$ cat src/rtl/tsgc_pkg.sv
package tsgc_pkg;

  typedef enum logic [1:0] {
    CODE_NEG  = 2'b00,
    CODE_ZERO = 2'b01,
    CODE_POS  = 2'b10,
    CODE_RSVD = 2'b11
  } stageCode_e;

  typedef struct packed {
    logic take;      // sample accepted this cycle
    logic blockEnd;  // this sample closes a correlation block
  } calStrobe_t;

endpackage

$ cat src/rtl/tsGen.sv
module tsGen #(
  parameter int          LFSR_W    = 16,
  parameter logic [LFSR_W-1:0] LFSR_TAPS = 16'h002D,
  parameter logic [LFSR_W-1:0] LFSR_SEED = 16'hACE1
) (
  input  logic clk,
  input  logic rst,
  input  logic advance,
  output logic testBit
);

  logic [LFSR_W-1:0] lfsrState;
  logic              feedback;

  assign feedback = ^(lfsrState & LFSR_TAPS);
  assign testBit  = lfsrState[0];

  always_ff @(posedge clk) begin
    if (rst) begin
      lfsrState <= LFSR_SEED;
    end else if (advance) begin
      lfsrState <= {feedback, lfsrState[LFSR_W-1:1]};
    end
  end

  // the sequence register must never collapse to zero
  a_r4_state_nonzero: assert property (@(posedge clk) disable iff (rst)
    lfsrState != '0);

  // no accepted sample, no movement of the sequence
  a_r10_seq_frozen: assert property (@(posedge clk) disable iff (rst)
    !advance |=> $stable(lfsrState));

endmodule

$ cat src/rtl/calCtrl.sv
module calCtrl
  import tsgc_pkg::*;
#(
  parameter int BLOCK_LOG2 = 20
) (
  input  logic       clk,
  input  logic       rst,
  input  logic       inValid,
  output calStrobe_t strobe
);

  logic [BLOCK_LOG2-1:0] sampleCnt;
  logic                  lastOfBlock;

  assign lastOfBlock     = &sampleCnt;
  assign strobe.take     = inValid;
  assign strobe.blockEnd = inValid && lastOfBlock;

  always_ff @(posedge clk) begin
    if (rst) begin
      sampleCnt <= '0;
    end else if (inValid) begin
      sampleCnt <= sampleCnt + 1'b1;
    end
  end

  // a block end restarts the sample count
  a_r5_count_wraps: assert property (@(posedge clk) disable iff (rst)
    strobe.blockEnd |=> sampleCnt == '0);

  // idle cycles do not count
  a_r10_count_idle: assert property (@(posedge clk) disable iff (rst)
    !inValid |=> $stable(sampleCnt));

endmodule

$ cat src/rtl/calDatapath.sv
module calDatapath
  import tsgc_pkg::*;
#(
  parameter int BE_W       = 12,
  parameter int FRAC_W     = 14,
  parameter int STEP_SHIFT = 8,
  parameter int BLOCK_LOG2 = 20,
  localparam int OUT_W     = BE_W + 2,
  localparam int CW        = FRAC_W + 1
) (
  input  logic             clk,
  input  logic             rst,
  input  calStrobe_t       strobe,
  input  logic [1:0]       stageCode,
  input  logic [BE_W-1:0]  backendWord,
  input  logic             testBit,
  output logic             outValid,
  output logic [OUT_W-1:0] calOut,
  output logic [CW-1:0]    gainCoef
);

  localparam int PW    = BE_W + CW + 1;
  localparam int ACC_W = OUT_W + BLOCK_LOG2 + 1;

  localparam logic signed [OUT_W-1:0] HALF_FS = OUT_W'(2 ** (BE_W - 1));
  localparam logic signed [OUT_W-1:0] QTR_FS  = OUT_W'(2 ** (BE_W - 3));

  localparam logic [CW-1:0] COEF_ONE  = CW'(2 ** FRAC_W);
  localparam logic [CW-1:0] COEF_MIN  = CW'(3 * (2 ** (FRAC_W - 2)));
  localparam logic [CW-1:0] COEF_MAX  = CW'(5 * (2 ** (FRAC_W - 2)));
  localparam logic [CW-1:0] COEF_STEP = CW'(2 ** (FRAC_W - STEP_SHIFT));

  logic signed [PW-1:0]    beExt, coefExt, prod;
  logic signed [OUT_W-1:0] scaled, stageTerm, testTerm, yNow;
  logic signed [ACC_W-1:0] yExt, contrib, accSum, acc;
  logic [CW-1:0]           coef, coefNext, coefUp, coefDown;
  stageCode_e              code;

  // scaling of the backend word by the coefficient
  assign beExt   = {{(PW - BE_W){backendWord[BE_W-1]}}, backendWord};
  assign coefExt = {{(PW - CW){1'b0}}, coef};
  assign prod    = beExt * coefExt;
  assign scaled  = OUT_W'(prod >>> FRAC_W);

  // first-stage contribution
  assign code = stageCode_e'(stageCode);
  always_comb begin
    unique case (code)
      CODE_NEG: stageTerm = -HALF_FS;
      CODE_POS: stageTerm = HALF_FS;
      default:  stageTerm = '0;
    endcase
  end

  // known test contribution removed at output scale
  assign testTerm = testBit ? QTR_FS : -QTR_FS;
  assign yNow     = stageTerm + scaled - testTerm;

  // correlation with the test sign
  assign yExt    = {{(ACC_W - OUT_W){yNow[OUT_W-1]}}, yNow};
  assign contrib = testBit ? yExt : -yExt;
  assign accSum  = acc + contrib;

  // sign-driven coefficient step with saturation
  assign coefDown = (coef < COEF_MIN + COEF_STEP) ? COEF_MIN : coef - COEF_STEP;
  assign coefUp   = (coef > COEF_MAX - COEF_STEP) ? COEF_MAX : coef + COEF_STEP;

  always_comb begin
    coefNext = coef;
    if (strobe.blockEnd) begin
      if (accSum > 0) begin
        coefNext = coefDown;
      end else if (accSum < 0) begin
        coefNext = coefUp;
      end
    end
  end

  always_ff @(posedge clk) begin
    if (rst) begin
      acc      <= '0;
      coef     <= COEF_ONE;
      outValid <= 1'b0;
      calOut   <= '0;
    end else begin
      outValid <= strobe.take;
      coef     <= coefNext;
      if (strobe.take) begin
        calOut <= yNow;
        acc    <= strobe.blockEnd ? '0 : accSum;
      end
    end
  end

  assign gainCoef = coef;

  // coefficient stays inside its saturation window
  a_r7_coef_range: assert property (@(posedge clk) disable iff (rst)
    coef >= COEF_MIN && coef <= COEF_MAX);

  // the coefficient only moves at a block end
  a_r6_coef_block_only: assert property (@(posedge clk) disable iff (rst)
    !strobe.blockEnd |=> $stable(coef));

  // a block end moves the coefficient by at most one step
  a_r6_one_step: assert property (@(posedge clk) disable iff (rst)
    strobe.blockEnd |=> (coef == $past(coef)) || (coef == $past(coef) + COEF_STEP)
                     || (coef == $past(coef) - COEF_STEP)
                     || (coef == COEF_MIN) || (coef == COEF_MAX));

  // the correlation sum restarts after a block
  a_r5_acc_cleared: assert property (@(posedge clk) disable iff (rst)
    strobe.blockEnd |=> acc == '0);

  // output strobe follows the accepted sample by one cycle
  a_r2_valid_follows: assert property (@(posedge clk) disable iff (rst)
    strobe.take |=> outValid);

  // output word holds between samples
  a_r2_output_holds: assert property (@(posedge clk) disable iff (rst)
    !strobe.take |=> !outValid && $stable(calOut));

  // idle cycles leave the sum untouched
  a_r10_acc_idle: assert property (@(posedge clk) disable iff (rst)
    !strobe.take |=> $stable(acc));

endmodule

$ cat src/rtl/tsGainCal.sv
module tsGainCal
  import tsgc_pkg::*;
#(
  parameter int                BE_W       = 12,
  parameter int                FRAC_W     = 14,
  parameter int                STEP_SHIFT = 8,
  parameter int                BLOCK_LOG2 = 20,
  parameter int                LFSR_W     = 16,
  parameter logic [LFSR_W-1:0] LFSR_TAPS  = 16'h002D,
  parameter logic [LFSR_W-1:0] LFSR_SEED  = 16'hACE1
) (
  input  logic              clk,
  input  logic              rst,
  input  logic              inValid,
  input  logic [1:0]        stageCode,
  input  logic [BE_W-1:0]   backendWord,
  output logic              testBit,
  output logic              outValid,
  output logic [BE_W+1:0]   calOut,
  output logic [FRAC_W:0]   gainCoef
);

  calStrobe_t strobe;

  calCtrl #(
    .BLOCK_LOG2(BLOCK_LOG2)
  ) uCtrl (
    .clk    (clk),
    .rst    (rst),
    .inValid(inValid),
    .strobe (strobe)
  );

  tsGen #(
    .LFSR_W   (LFSR_W),
    .LFSR_TAPS(LFSR_TAPS),
    .LFSR_SEED(LFSR_SEED)
  ) uGen (
    .clk    (clk),
    .rst    (rst),
    .advance(strobe.take),
    .testBit(testBit)
  );

  calDatapath #(
    .BE_W      (BE_W),
    .FRAC_W    (FRAC_W),
    .STEP_SHIFT(STEP_SHIFT),
    .BLOCK_LOG2(BLOCK_LOG2)
  ) uDp (
    .clk        (clk),
    .rst        (rst),
    .strobe     (strobe),
    .stageCode  (stageCode),
    .backendWord(backendWord),
    .testBit    (testBit),
    .outValid   (outValid),
    .calOut     (calOut),
    .gainCoef   (gainCoef)
  );

endmodule

$ cat config.mk
export PLATFORM = sky130hd
export DESIGN_NAME = tsGainCal
export DESIGN_NICKNAME = d
export VERILOG_FILES = /design/src/rtl/tsgc_pkg.sv /design/src/rtl/tsGen.sv /design/src/rtl/calCtrl.sv /design/src/rtl/calDatapath.sv /design/src/rtl/tsGainCal.sv
export SDC_FILE = /design/constraint.sdc
export NUM_CORES = 1
export LEC_CHECK = 0
export BUFFER_PORTS_ARGS = -buffer_cell sky130_fd_sc_hd__buf_2
export CAP_MARGIN = 25
export CORE_ASPECT_RATIO = 1.5
export CORE_UTILIZATION = 45
export DETAILED_ROUTE_END_ITERATION = 6
export PLACE_DENSITY = 0.61
export SLEW_MARGIN = 10
export SYNTH_ARGS = -nofsm -noshare
export SYNTH_HDL_FRONTEND = slang
export SYNTH_SLANG_ARGS = --single-unit
$ cat constraint.sdc
create_clock -name clk -period 17.9 [get_ports clk]
set_input_delay 3.58 -clock clk [delete_from_list [all_inputs] [get_ports clk]]
set_output_delay 3.58 -clock clk [all_outputs]
set_load 0.01 [all_outputs]
# Word level (Yosys, flattened, before mapping)
# Index checks and enable logic that the tools add are counted.
[op_classes] n_addsub=7 n_reduce_logical=6 muxes=8 multipliers=1 n_lt_le_gt_ge=4 n_eq_ne=1
[op_table] cell="$mux W35" n=2
[op_table] cell="$mux W15" n=4
[op_table] cell="$add A35 B35 Y35" n=1
[op_table] cell="$gt A35 B1 Y1 const B" n=1
[op_table] cell="$lt A35 B1 Y1 const B" n=1
[op_table] cell="$neg A14 Y35" n=1
[op_table] cell="$mul A12 B16 Y28" n=1
[op_table] cell="$pmux W14 S2" n=1
[op_table] cell="$add A20 B1 Y20 const B" n=1
[op_table] cell="$reduce_and A20 Y1" n=1
[op_table] cell="$reduce_xor A16 Y1" n=1
[op_table] cell="$add A15 B7 Y15 const B" n=1
[op_table] cell="$gt A15 B15 Y1 const B" n=1
[op_table] cell="$lt A15 B14 Y1 const B" n=1
[op_table] cell="$sub A15 B7 Y15 const B" n=1
[op_table] cell="$add A14 B14 Y14" n=1
[op_table] cell="$mux W14" n=1
[op_table] cell="$sub A14 B14 Y14" n=1
[op_table] cell="$eq A2 B2 Y1 const B" n=1
[op_table] cell="$logic_not A2 Y1" n=1
[op_table] cell="$reduce_and A2 Y1" n=1
[op_table] cell="$reduce_bool A2 Y1" n=1
[op_table] cell="$logic_and A1 B1 Y1" n=1
[totals] in_bits=17 word_cells=33 output_inout_bits=31 register_bits=101

# Logic depth before layout (Yosys ltp)
[depth] ltp_word=10 mapped_depth=55

# By module
# A second synthesis with hierarchy kept.
[unflattened] cells_unflattened=1534 hier_area_um2=12386.9
[by_module_without_submodules] mod="calDatapath" n_inst=1 cells_each=1371 area_each_um2=10826.6
[by_module_without_submodules] mod="calCtrl" n_inst=1 cells_each=108 area_each_um2=960.9
[by_module_without_submodules] mod="tsGen" n_inst=1 cells_each=55 area_each_um2=599.3

# Worst setup path before layout
# Ideal clock, no wire load.
[synth_path] path_kind="input-to-reg" from="input port backendWord[5]" to="register uDp.coef[13] (netlist: uDp.gainCoef[13])" n_path_buf=3 setup_time_ns=0.115 path_slack_ns=3.475 path_stages=48 arrival_ns=14.310 cell_sequence="clkbuf_1 -> nand2_1 -> fa_1 -> inv_1 -> fa_1 -> fa_1 -> fa_1 -> inv_1 -> fa_1 -> inv_1 -> ha_1 -> a21oi_2 -> nand2b_1 -> o31ai_2 -> nand2_1 -> a21oi_1 -> nor2b_1 -> o21a_1 -> [12 not listed] -> nor2_1 -> inv_1 -> ha_1 -> a21oi_1 -> ha_1 -> clkbuf_1 -> a21oi_1 -> o211ai_1 -> o211ai_1 -> nand3_1 -> xor2_1 -> or4_1 -> nor4_1 -> nand4b_1 -> nand2b_1 -> a221o_1 -> and3_1 -> o21a_1"
[synth_via] elab_chain_cells=9 word_cells_on_any_way=11 cone_classes="4 x add/sub; 1 x mul; 2 x order compare; 2 x mux; 2 x reduce/logical"
[synth_lines] item="start, declared" line="tsGainCal.sv:16" text="input logic [BE_W-1:0] backendWord,"
[synth_lines] item="$mul A12 B16 Y28 *" line="calDatapath.sv:42" text="assign prod = beExt * coefExt;"
[synth_lines] item="$add A14 B14 Y14 *" line="calDatapath.sv:57" text="assign yNow = stageTerm + scaled - testTerm;"
[synth_lines] item="$sub A14 B14 Y14 *" line="calDatapath.sv:57"
[synth_lines] item="$neg A14 Y35" line="calDatapath.sv:61" text="assign contrib = testBit ? yExt : -yExt;"
[synth_lines] item="$mux W35 *" line="calDatapath.sv:61"
[synth_lines] item="$add A35 B35 Y35 *" line="calDatapath.sv:62" text="assign accSum = acc + contrib;"
[synth_lines] item="$lt A35 B1 Y1 / $gt A35 B1 Y1 (equally long branches)" line="calDatapath.sv:73, calDatapath.sv:71"
[synth_lines] item="$reduce_bool A2 Y1 (no source line)"
[synth_lines] item="$reduce_and A2 Y1 (no source line)"
[synth_lines] item="end signal, assigned" line="calDatapath.sv:87" text="coef <= coefNext;"
[synth_lines] item="end, declared" line="calDatapath.sv:36" text="logic [CW-1:0] coef, coefNext, coefUp, coefDown;"
# Mark *: on every way between the ends. The rest lies on a longest branch, timed or not.
# A chain may end at the register's enable or synchronous reset.

# Worst setup path after layout
[layout_path] from="input port backendWord[11]" to="register uDp.coef[12] (netlist: uDp.gainCoef[12])"
# The elaborated chain is that of the path after synthesis.

==> results.py <==
metrics = {
    "run_status": {
        "status": "finished clean",
    },
    "placement": {
        "gp_congestion": 0.909,
        "place_inst": 1858,
        "io_buffer_count": 41,
        "dpl.hpwl_um": 25000,
    },
    "sta": {
        "setup_tns_ns": 0,
        "relSlewSlack_pct": 34.0,
        "skew_ns": 0.00956,
        "rsz0062_at_grt": "no",
        "worst_slew_pin_slew_ns": 0.990,
        "hold_viol_final": 0,
        "post-route-period-util_pct": 87.8,
        "setup-violations-final": 0,
        "fin_crit_ns": 15.71,
        "fmax_ghz": 0.0636,
        "slew_violations": 0,
    },
    "clock_tree": {
        "clkTransAtPathRegs_ns": 0.07,
        "postCtsHoldBufs": 0,
        "post-cts-setup-buffer-count": 0,
        "htreeDepth": 3,
        "cts_resized": 0,
        "tritoncts": "yes",
        "numCtsBuffers": 9,
        "clock_latency_ns": 0.36,
        "clock-sinks": 95,
        "cts_max_path_buffers": 2,
        "cts-root-buf": "clkbuf_16",
    },
    "power_and_ir_drop": {
        "p_leak_nw": 6.10,
        "power_w": 0.00221,
        "ir_worst_vdd_mv": 0.104,
        "cellPowerDensity_mw_per_mm2": 170,
    },
    "floorplan": {
        "coreArea_mm2": 0.0266,
        "boundaryPins": 48,
        "rows": 73,
        "initial_utilization_pct": 45.9,
        "die_y_um": 204,
        "die_area_mm2": 0.0278,
        "die_w_um": 136,
    },
    "worst_setup_path": {
        "cp.required_ns": 18.16,
        "cpPeakStageDelay_ns": 0.63,
        "critPathTopFamily": "simple AND/OR/NAND/NOR gates",
        "cp_num_buf_inv": 5,
        "end_kind": "flip-flop",
        "cpMostUsedCell": "fa_1",
        "worstPathMaxFanout": 9,
        "slowest_stage": "nor2b_1",
        "crit_arrival_ns": 15.97,
        "critPathLaunchType": "primary input",
        "path_class": "primary input to flip-flop",
    },
    "global_route": {
        "grt_pass1_vias": 10488,
        "grt-ovfl-total": 0,
        "grt_pass1_wl_um": 52100,
        "grt_max_degree": 87,
        "grt_util_all_layers_pct": 23.6,
        "antenna_found_initial": 0,
    },
    "logic_synthesis": {
        "syn_area_mm2": 0.0122,
        "synth-edff-count": 0,
        "synth_cells": 1512,
        "yosys_warnings": 0,
        "yosysSeqAreaShare_pct": 15.6,
        "synth_cell_types": 76,
        "async_flop_share_pct": 0,
        "syn_avg_cell_area_um2": 8.06,
        "synth_ff_type": "dfxtp_1",
        "ys_seq_elements": 95,
    },
    "hold_path": {
        "min_path_type": "flip-flop to flip-flop",
    },
    "detailed_routing": {
        "drcViolationCount": 0,
        "drtPass1Iterations": 5,
        "vias": 10405,
        "drt-total-wl_um": 31300,
        "wl_per_cell_um": 16.7,
        "drtAntennaViolNets": 0,
        "drt_iter0_markers": 460,
        "vias_per_cell": 5.55,
    },
    "final_layout": {
        "stdcell_count": 1875,
        "antennaDiodeCount": 0,
        "layout-drive-gt1-share_pct": 5.72,
        "area_delta_synth_final_pct": 6.78,
        "final_nets": 1789,
        "fillers": 2643,
    },
    "run": {
        "max_cap_viol_count": 0,
    },
}
## metal layers
layer / track usage (%) / wire [µm]
met1: 27.0 / 12800
met2: 43.5 / 16500
met3: 2.09 / 897
met4: 10.5 / 1160
met5: 0 / 0
## area by class of cell
| cell class | instances | area (µm²) | share of cell area, % |
|---|---|---|---|
| multi-input combinational | 1233 | 9560 | 73.4 |
| sequential | 95 | 1900 | 14.6 |
| timing repair buffer | 51 | 300 | 2.31 |
| clock inverter | 6 | 61.3 | 0.471 |
| clock buffer | 10 | 239 | 1.84 |
| inverter | 143 | 537 | 4.12 |
| tap | 337 | 422 | 3.24 |
## placed cells by master, fill, tap and decap left out, types with 19 or more instances in the layout
cell,instances
nand2_1,151
nand3_1,41
o21ai_0,48
nor2_1,143
a22oi_1,25
mux2i_1,30
nand4_1,20
fa_1,100
a21oi_1,89
a21o_1,21
ha_1,139
nor3_1,21
dfxtp_1,95
inv_1,142
and2_1,58
and3_1,19
xnor2_1,46
conb_1,41
xor2_1,38
buf_2,41
## state kept, by name, summed over array words and instances, names as in the netlist
| name | flops |
|---|---|
| uDp.calOut | 14 |
| uDp.acc | 35 |
| uGen.lfsrState | 16 |
| uDp.outValid | 1 |
| uCtrl.sampleCnt | 20 |
| uDp.gainCoef | 9 |
## through the flow
step / hold WS [ns] / util, % / instance area (µm²) / worst slack [ns]
final: 0.473 / 49.0 / 13000 / 2.19
after global routing: 0.495 / 49.0 / 13000 / 1.35
after CTS: 0.473 / 48.9 / 13000 / 2.23
after detailed placement: 0.463 / 47.7 / 12700 / 1.88
after global placement: 0.454 / 47.7 / 12700 / 2.03
after floorplan: 0.441 / - / 12300 / 3.48
## synthesized netlist by cell type, drive strengths merged, types with 5 or more instances
library cell | number | area share [%]
o211ai | 13 | 0.80
clkbuf | 62 | 1.9
and2 | 58 | 3.0
inv | 143 | 4.4
nor4 | 10 | 0.51
xnor2 | 46 | 3.3
o21bai | 6 | 0.37
nand4b | 6 | 0.43
mux2i | 30 | 2.5
o21a | 16 | 0.99
and3 | 19 | 0.98
a21o | 21 | 1.3
xor2 | 38 | 2.7
buf | 18 | 0.88
a221oi | 8 | 0.63
o21ai | 50 | 2.1
dfxtp | 95 | 16
nand3 | 41 | 1.7
nand2b | 14 | 0.72
a31oi | 15 | 0.77
a21oi | 93 | 3.9
o2111ai | 5 | 0.36
nand2 | 151 | 4.6
nor3 | 22 | 1.0
nor2 | 143 | 4.4
a22oi | 25 | 1.5
nand4 | 20 | 1.0
or3 | 14 | 0.76
nor2b | 13 | 0.67
o31ai | 10 | 0.66
ha | 139 | 14
fa | 100 | 16
a211oi | 12 | 0.74
## logic make-up after synthesis
logic type	share of synthesized area, %
mux	2.46
compound gates	16.9
flops	15.6
simple gates	21.0
other cells	0.0616
buf+inv	7.21
fa+ha+maj	30.7
xor+xnor	6.04
## report_power, final
group          total [W]  internal [W]  switching (W)  leakage [nW]
Combinational    0.00173      0.000665        0.00107          5.17
Sequential      0.000281      0.000255      0.0000253         0.779
Clock           0.000199      0.000102      0.0000974         0.144
Total            0.00221       0.00102        0.00119          6.10
## worst register-to-register path: cells and delay by family (launching register included)
kind / cells / cell delay [ns]
DFF: 1 / 0.84
and+or+nand+nor: 20 / 5.15
adders and majority gates: 9 / 4.08
buffers and inverters: 4 / 0.21
xor gates and xnor gates: 1 / 0.15
AOI/OAI and AO/OA: 11 / 2.61
## path summary, 6_finish.rpt
kind	startpoint	end	slack [ns]	depth (start not counted)
max	backendWord[11]	uDp.gainCoef[12]	2.19	45
min	uDp.acc[0]	uDp.acc[0]	0.47	2
max reg2reg	uDp.gainCoef[10]	uDp.gainCoef[12]	4.73	45
min reg2reg	uDp.acc[0]	uDp.acc[0]	0.47	2
No activity file was read; power rests on OpenSTA's default activity.
